==> src/rtl/vdmx_pkg.sv <==
package vdmx_pkg;
  localparam int PW = 8;

  localparam logic [PW-1:0] Y_LO  = 8'd16;
  localparam logic [PW-1:0] Y_HI  = 8'd235;
  localparam logic [PW-1:0] C_LO  = 8'd16;
  localparam logic [PW-1:0] C_HI  = 8'd240;
  localparam logic [PW-1:0] Y_BLK = 8'd16;
  localparam logic [PW-1:0] C_MID = 8'd128;

  typedef struct packed {
    logic [PW-1:0] y;
    logic [PW-1:0] cb;
    logic [PW-1:0] cr;
  } pix_t;

  function automatic logic [PW-1:0] clamp(input logic [PW-1:0] x,
                                          input logic [PW-1:0] lo,
                                          input logic [PW-1:0] hi);
    if (x < lo) return lo;
    if (x > hi) return hi;
    return x;
  endfunction

  function automatic logic [PW-1:0] avg2(input logic [PW-1:0] a,
                                         input logic [PW-1:0] b);
    logic [PW:0] s;
    s = {1'b0, a} + {1'b0, b} + {{PW{1'b0}}, 1'b1};
    return s[PW:1];
  endfunction
endpackage

==> src/rtl/vdmx_trs_detect.sv <==
module vdmx_trs_detect (
  input  logic                    clk,
  input  logic                    rst,
  input  logic [vdmx_pkg::PW-1:0] din,
  output logic                    sav,
  output logic                    xy_f,
  output logic                    xy_v
);
  logic [vdmx_pkg::PW-1:0] h0, h1, h2;
  logic                    hit;

  always_ff @(posedge clk) begin
    if (rst) begin
      h0 <= '0;
      h1 <= '0;
      h2 <= '0;
    end else begin
      h2 <= h1;
      h1 <= h0;
      h0 <= din;
    end
  end

  assign hit  = (h2 == '1) && (h1 == '0) && (h0 == '0);
  assign sav  = hit && !din[4];
  assign xy_f = din[6];
  assign xy_v = din[5];


  sav_pattern_chk: assert property (@(posedge clk) disable iff (rst)
    sav |-> ($past(din, 3) == 8'hFF && $past(din, 2) == 8'h00 && $past(din) == 8'h00));
endmodule

==> src/rtl/vdmx_line_timer.sv <==
module vdmx_line_timer #(
  parameter int ACT_PIX = 720,
  parameter int LEN_A   = 1716,
  parameter int LEN_B   = 1728,
  parameter int POS_W   = 11
) (
  input  logic             clk,
  input  logic             rst,
  input  logic             sav,
  input  logic             std_sel,
  input  logic             xy_f,
  input  logic             xy_v,
  output logic             in_line,
  output logic [POS_W-1:0] pos,
  output logic             line_f,
  output logic             line_v,
  output logic             sync_lost
);
  localparam int LAST_POS = 2 * ACT_PIX + 3;
  localparam int LEN_MAX  = (LEN_A > LEN_B) ? LEN_A : LEN_B;
  localparam int CNT_W    = $clog2(LEN_MAX);
  localparam logic [POS_W-1:0] POS_END = POS_W'(LAST_POS);
  localparam logic [CNT_W-1:0] LIM_A   = CNT_W'(LEN_A - 1);
  localparam logic [CNT_W-1:0] LIM_B   = CNT_W'(LEN_B - 1);

  logic [CNT_W-1:0] gap_cnt;
  logic [CNT_W-1:0] gap_lim;

  assign gap_lim = std_sel ? LIM_B : LIM_A;

  // line position: byte index inside the active window plus a 4-byte tail
  always_ff @(posedge clk) begin
    if (rst) begin
      in_line <= 1'b0;
      pos     <= '0;
      line_f  <= 1'b0;
      line_v  <= 1'b0;
    end else if (sav) begin
      in_line <= 1'b1;
      pos     <= '0;
      line_f  <= xy_f;
      line_v  <= xy_v;
    end else if (in_line) begin
      if (pos == POS_END) in_line <= 1'b0;
      else                pos     <= pos + 1'b1;
    end
  end

  // start-code watchdog
  always_ff @(posedge clk) begin
    if (rst) begin
      gap_cnt   <= '0;
      sync_lost <= 1'b0;
    end else if (sav) begin
      gap_cnt   <= '0;
      sync_lost <= 1'b0;
    end else if (gap_cnt >= gap_lim) begin
      sync_lost <= 1'b1;
    end else begin
      gap_cnt <= gap_cnt + 1'b1;
    end
  end


  line_start_chk: assert property (@(posedge clk) disable iff (rst)
    sav |=> (in_line && pos == '0));

  lost_sticky_chk: assert property (@(posedge clk) disable iff (rst)
    (sync_lost && !sav) |=> sync_lost);

  lost_clear_chk: assert property (@(posedge clk) disable iff (rst)
    sav |=> !sync_lost);
endmodule

==> src/rtl/vdmx_pair_interp.sv <==
module vdmx_pair_interp #(
  parameter int ACT_PIX = 720,
  parameter int POS_W   = 11
) (
  input  logic                    clk,
  input  logic                    rst,
  input  logic                    in_line,
  input  logic [POS_W-1:0]        pos,
  input  logic [vdmx_pkg::PW-1:0] y_in,
  input  logic [vdmx_pkg::PW-1:0] c_in,
  input  logic                    line_f,
  input  logic                    line_v,
  output logic                    pix_vld_o,
  output logic [vdmx_pkg::PW-1:0] y_o,
  output logic [vdmx_pkg::PW-1:0] cb_o,
  output logic [vdmx_pkg::PW-1:0] cr_o,
  output logic                    act_o,
  output logic                    f_o,
  output logic                    v_o
);
  import vdmx_pkg::*;

  localparam logic [POS_W-1:0] VIRT_START = POS_W'(2 * ACT_PIX);
  localparam logic [POS_W-1:0] FIRST_EMIT = POS_W'(4);

  logic [1:0]    phase;
  logic          virt, early, emit;
  logic [PW-1:0] cb_n, cr_n, y_e_n;   // pair being received
  logic [PW-1:0] cb_p, cr_p, y_e, y_od; // completed previous pair
  pix_t          ep;

  assign phase = pos[1:0];
  assign virt  = (pos >= VIRT_START);
  assign early = (pos < FIRST_EMIT);

  // even sample leaves on a Cb slot, odd sample on a Cr slot, one pair late
  always_comb begin
    emit  = 1'b0;
    ep.y  = y_e;
    ep.cb = cb_p;
    ep.cr = cr_p;
    if (in_line && !early) begin
      if (phase == 2'd0) begin
        emit = 1'b1;
      end else if (phase == 2'd2) begin
        emit = 1'b1;
        ep.y = y_od;
        if (!virt) begin
          ep.cb = avg2(cb_p, cb_n);
          ep.cr = avg2(cr_p, c_in);
        end
      end
    end
  end

  always_ff @(posedge clk) begin
    if (rst) begin
      cb_n  <= C_MID;
      cr_n  <= C_MID;
      y_e_n <= Y_BLK;
      cb_p  <= C_MID;
      cr_p  <= C_MID;
      y_e   <= Y_BLK;
      y_od  <= Y_BLK;
    end else if (in_line && !virt) begin
      case (phase)
        2'd0: cb_n  <= c_in;
        2'd1: y_e_n <= y_in;
        2'd2: cr_n  <= c_in;
        default: begin
          cb_p <= cb_n;
          cr_p <= cr_n;
          y_e  <= y_e_n;
          y_od <= y_in;
        end
      endcase
    end
  end

  always_ff @(posedge clk) begin
    if (rst) begin
      pix_vld_o <= 1'b0;
      y_o       <= Y_BLK;
      cb_o      <= C_MID;
      cr_o      <= C_MID;
      act_o     <= 1'b0;
      f_o       <= 1'b0;
      v_o       <= 1'b0;
    end else begin
      pix_vld_o <= emit;
      if (emit) begin
        act_o <= !line_v;
        f_o   <= line_f;
        v_o   <= line_v;
        y_o   <= line_v ? Y_BLK : ep.y;
        cb_o  <= line_v ? C_MID : ep.cb;
        cr_o  <= line_v ? C_MID : ep.cr;
      end
    end
  end


  strobe_in_line_chk: assert property (@(posedge clk) disable iff (rst)
    pix_vld_o |-> $past(in_line));
endmodule

==> src/rtl/bt656_splitter.sv <==
module bt656_splitter #(
  parameter int ACT_PIX = 720,
  parameter int LEN_A   = 1716,
  parameter int LEN_B   = 1728
) (
  input  logic                    clk,
  input  logic                    rst,
  input  logic [vdmx_pkg::PW-1:0] din,
  input  logic                    std_sel,
  output logic                    pix_vld,
  output logic [vdmx_pkg::PW-1:0] y_o,
  output logic [vdmx_pkg::PW-1:0] cb_o,
  output logic [vdmx_pkg::PW-1:0] cr_o,
  output logic                    act_o,
  output logic                    fld_o,
  output logic                    vblk_o,
  output logic                    sync_lost
);
  localparam int LAST_POS = 2 * ACT_PIX + 3;
  localparam int POS_W    = $clog2(LAST_POS + 1);

  logic                    sav, xy_f, xy_v;
  logic                    in_line, line_f, line_v;
  logic [POS_W-1:0]        pos;
  logic [vdmx_pkg::PW-1:0] y_clip, c_clip;

  assign y_clip = vdmx_pkg::clamp(din, vdmx_pkg::Y_LO, vdmx_pkg::Y_HI);
  assign c_clip = vdmx_pkg::clamp(din, vdmx_pkg::C_LO, vdmx_pkg::C_HI);

  vdmx_trs_detect u_trs (
    .clk  (clk),
    .rst  (rst),
    .din  (din),
    .sav  (sav),
    .xy_f (xy_f),
    .xy_v (xy_v)
  );

  vdmx_line_timer #(
    .ACT_PIX (ACT_PIX),
    .LEN_A   (LEN_A),
    .LEN_B   (LEN_B),
    .POS_W   (POS_W)
  ) u_timer (
    .clk       (clk),
    .rst       (rst),
    .sav       (sav),
    .std_sel   (std_sel),
    .xy_f      (xy_f),
    .xy_v      (xy_v),
    .in_line   (in_line),
    .pos       (pos),
    .line_f    (line_f),
    .line_v    (line_v),
    .sync_lost (sync_lost)
  );

  vdmx_pair_interp #(
    .ACT_PIX (ACT_PIX),
    .POS_W   (POS_W)
  ) u_interp (
    .clk       (clk),
    .rst       (rst),
    .in_line   (in_line),
    .pos       (pos),
    .y_in      (y_clip),
    .c_in      (c_clip),
    .line_f    (line_f),
    .line_v    (line_v),
    .pix_vld_o (pix_vld),
    .y_o       (y_o),
    .cb_o      (cb_o),
    .cr_o      (cr_o),
    .act_o     (act_o),
    .f_o       (fld_o),
    .v_o       (vblk_o)
  );


  pix_gap_chk: assert property (@(posedge clk) disable iff (rst)
    pix_vld |=> !pix_vld);

  y_range_chk: assert property (@(posedge clk) disable iff (rst)
    (pix_vld && act_o) |-> (y_o >= 8'd16 && y_o <= 8'd235));

  c_range_chk: assert property (@(posedge clk) disable iff (rst)
    (pix_vld && act_o) |-> (cb_o >= 8'd16 && cb_o <= 8'd240 && cr_o >= 8'd16 && cr_o <= 8'd240));

  flag_match_chk: assert property (@(posedge clk) disable iff (rst)
    pix_vld |-> (act_o == !vblk_o));
endmodule

==> config.mk <==
export PLATFORM = sky130hd
export DESIGN_NAME = bt656_splitter
export DESIGN_NICKNAME = d
export VERILOG_FILES = /design/src/rtl/vdmx_pkg.sv /design/src/rtl/vdmx_trs_detect.sv /design/src/rtl/vdmx_line_timer.sv /design/src/rtl/vdmx_pair_interp.sv /design/src/rtl/bt656_splitter.sv
export SDC_FILE = /design/constraint.sdc
export NUM_CORES = 1
export LEC_CHECK = 0
export BUFFER_PORTS_ARGS = -buffer_cell sky130_fd_sc_hd__clkbuf_2
export CORE_MARGIN = 8
export CORE_UTILIZATION = 45
export CTS_BUF_LIST = sky130_fd_sc_hd__clkbuf_4
export DETAILED_ROUTE_END_ITERATION = 7
export SYNTH_ARGS = -nofsm -noshare
export SYNTH_HDL_FRONTEND = slang
export SYNTH_HIERARCHICAL = 1
export SYNTH_SLANG_ARGS = --single-unit
==> constraint.sdc <==
create_clock -name clk -period 4.88 [get_ports clk]
set_input_delay 0 -clock clk [delete_from_list [all_inputs] [get_ports clk]]
set_output_delay 0 -clock clk [all_outputs]
set_load 0.05 [all_outputs]
==> summary.md <==
| Metric | Value |
|---|---|
| First-pass GRT wire length | roughly 24 mm |
| Synthesized area per cell | slightly below 9 um2 |
| Worst path required time | between 5000 and 6000 ps |
| Yosys top cell area share | around 45% |
| Number of cells on the worst reg-to-reg path | 6 |
| Post-Route M1 WL | ~7 mm |
| Crit Reg-Reg Startpoint | u_timer/pos[1] |
| Tightest Hold Check Type | in2reg |
| Final wirelength | 14.73 mm |
| Layout cell share with drive strength beyond 1 | between 10 and 15% |
| Starting Density | a little under half |
| Tcrit/Tclk final | 57.29% |
| Drt first pass iters | 6 |
| Met2 wire length | just over 7 mm |
| Grt total ovfl | 0 |
| I/O Pins | 40 |
| Largest net degree at the start of global routing | between 70 and 80 |
| Input/output buffers | 39 |
| Reg2reg end | u_interp/cr_p[2] |
| Clock buffer depth | 2 |
| Slew margin rel. | approximately 40% |
| Final HPWL DP | between 9 and 10 mm |
| Post-DRT Antenna Nets | 0 |
| CP max stage cell | dfxtp_1 |
| CP startpoint kind | flip-flop |
| Final nets | 752 |
| Die ar. | between 15,000 and 20,000 um2 |
| WP buf/inv | 1 |
| Most frequent cells in the layout | dfxtp_1, nand2_1, a21oi_1, nor2_1, clkbuf_2 |
| Ys async rst share | 0% |
| Placed cell count | 867 |
| Crit-path leading delay family | simple AND/OR/NAND/NOR gates |
| Post-CTS setup buffer count | 0 |
| CP Cell Sequence | a21boi_0, and2_1, nand3_1, buf_4, nand2_1, a21oi_1 |
| Power per cell area | ~280 nW/um2 |
| Ys Warns | 6 |
| Uppermost layer routed | met4 |
| Mapped Cells | a little under 700 |
| H-tree levels | 4 |
| CTS clk-pin slew, worst paths | roughly 120 ps |
| Prevailing post-synth register cell | dfxtp_1 |
| Global Route Usage Sum | around 17% |
| EDFF count, synth | 0 |
| CP Depth | 6 |
| Worst-case vdd ir drop | roughly 0.18 mV |
| Most common cell after layout, fill and taps aside | dfxtp_1 |
| Vias in the first global route | 4,783 |
| Worst Skew | 17.53 ps |
| Status | complete, no violations |
| Via count | roughly 5,000 |
| Area contributors post-synth | dfxtp_1, nand2_1, a21oi_1, mux2i_1, ha_1 |
| Placer congestion estimate | 0.8263 |
| Max Cap Violations | 0 |
| Max Slew Vio Count | 0 |
| Syn nets | 721 |
| Syn-to-layout area delta | 10.24% |
| Initial antenna violation count | 1 |
| Min Clock Period, post-route | about 2800 ps |
| CTS root buffer | clkbuf_4 |
| Synthesized flop and latch total | around 130 |
| Worst skew pair latency | 540 ps |
| Register-to-register path setup slack | 2080 ps |
| FP Rows | 42 |
| Critical Path Max Stage Delay | 930 ps |
| Worst Tran Pin Value | 904.0 ps |
| Setup violations, final | 0 |
| Crit path capture | u_interp/cr_p[2] |
| Synth area leader | dfxtp_1 |
| Netlist cell types | 60 |
| Finished Layout Cells | roughly 910 |
| Core Area | 13,140 um2 |
| DRT iter0 DRCs | 314 |
| RSZ-0062 raised after global routing | false |
| Mapped cell area | approximately 6000 um2 |
| Clock tree from TritonCTS | yes |
| Leakage power | 2.423 nW |
| Vias per inst | 5.462 |
| CP arrival | roughly 3200 ps |
| TNS Setup | 0 ps |
| # clock sinks | approximately 130 |
| Seq/Total Area, Yosys | between 40 and 50% |
| # DRC | 0 |
| Worst Setup SP | u_timer/pos[1] |
| Total CTS buffers | 17 |
| WL met3 | 531 um |
| DR WL/cell | about 16 um |
| DIE HEIGHT | approximately 130 um |
| Fmax | approximately 360 MHz |
| CP Capture Type | flip-flop |
| Final hold vios | 0 |
| Crit-path max FO | 24 |
| Chip width | roughly 130 um |
| CP Class | reg2reg |
[per-layer routing]
layer / up-vias / global-route usage [%]
li1: 2469 / -
met1: 2403 / 21.34
met2: 96 / 28.47
met3: 8 / 4.268
met4: 0 / 5.552
met5: - / 0
[synth_stat cells, types with 5 or more instances]
library cell / count
a21oi_1: 60
nor3_1: 20
a31oi_1: 11
a21o_1: 6
nor2b_1: 28
nor2_1: 59
nand3_1: 18
nand3b_1: 8
or3_1: 5
xnor2_1: 14
dfxtp_1: 134
nand4_1: 7
inv_1: 8
ha_1: 18
o21ai_0: 9
xor2_1: 8
mux2i_1: 29
clkbuf_1: 31
nand2_1: 121
[tightest hold or removal path, delay by kind of cell]
family	cells	cell delay [ps]
mux	1	80
simple gates	2	180
fa+ha+maj	1	180
buf+inv	2	160
[how the worst min path moves through the flow]
| stage | depth (start not counted) | slack (ps) | endpoint | start |
|---|---|---|---|---|
| 2_1_floorplan | 1 | 70 | u_trs/h0[0] | rst |
| 3_3_place_gp | 2 | 300 | u_trs/h0[0] | din[0] |
| 3_5_place_dp | 2 | 290 | u_trs/h0[0] | din[0] |
| 4_1_cts | 6 | 20 | u_timer/gap_cnt[6] | std_sel |
| 5_1_grt | 6 | 50 | u_timer/gap_cnt[6] | std_sel |
| 6_report | 6 | 100 | u_timer/gap_cnt[6] | std_sel |
[stage by stage]
stage | instance area (um2) | total power [mW] | setup slack [ps] | util (%) | hold WS (ps)
2_1_floorplan | 6023 | 1.195 | 2810 | - | 71.61
3_3_place_gp | 6282 | 1.213 | 2181 | 47.82 | 300.6
3_5_place_dp | 6282 | 1.215 | 2115 | 47.82 | 292.1
4_1_cts | 6638 | 1.891 | 2087 | 50.52 | 17.64
5_1_grt | 6640 | 1.946 | 1833 | 50.54 | 48.94
6_report | 6640 | 1.865 | 2084 | 50.54 | 95.42
[cells by family (layout without fill, tap and decap cells)]
logic type | Yosys count | in the layout | share of synthesized area (%)
fa+ha+maj | 20 | 20 | 4.404
simple gates | 310 | 310 | 25.95
flops | 134 | 134 | 44.54
compound gates | 125 | 125 | 13.27
xor+xnor | 22 | 22 | 3.199
other cells | 0 | 1 | 0
buf+inv | 50 | 94 | 3.822
mux | 29 | 29 | 4.819
[layout make-up]
class	count	area (um2)
inverter	8	30.03
fill	1303	6497
tap	176	220.2
multi-input combinational	506	3122
clock buffer	18	135.1
timing repair buffer	54	337.8
clock inverter	14	110.1
sequential	134	2683
antenna	1	2.502
[what timing repair did]
item,4_1_cts,5_1_grt
endpoints found under the hold margin,64,0
hold buffers,11,0
gates resized for setup,0,0
[power by group]
| group | internal, mW | total (mW) | switching (mW) |
|---|---|---|---|
| clock network | 0.252 | 0.667 | 0.415 |
| logic | 0.0340 | 0.0870 | 0.0530 |
| registers | 1.10 | 1.11 | 0.00730 |
[sequential cells by signal (all words and copies together), names as in the netlist, 8 cells and up]
name and cells:
u_interp/cb_n 8, u_interp/cb_o 8, u_interp/cb_p 8, u_interp/cr_n 8, u_interp/cr_o 8, u_interp/cr_p 8
u_interp/y_e 8, u_interp/y_e_n 8, u_interp/y_o 8, u_interp/y_od 8, u_timer/gap_cnt 11, u_timer/pos 11
u_trs/h0 8, u_trs/h1 8, u_trs/h2 8
No activity file was read; power rests on OpenSTA's default activity.
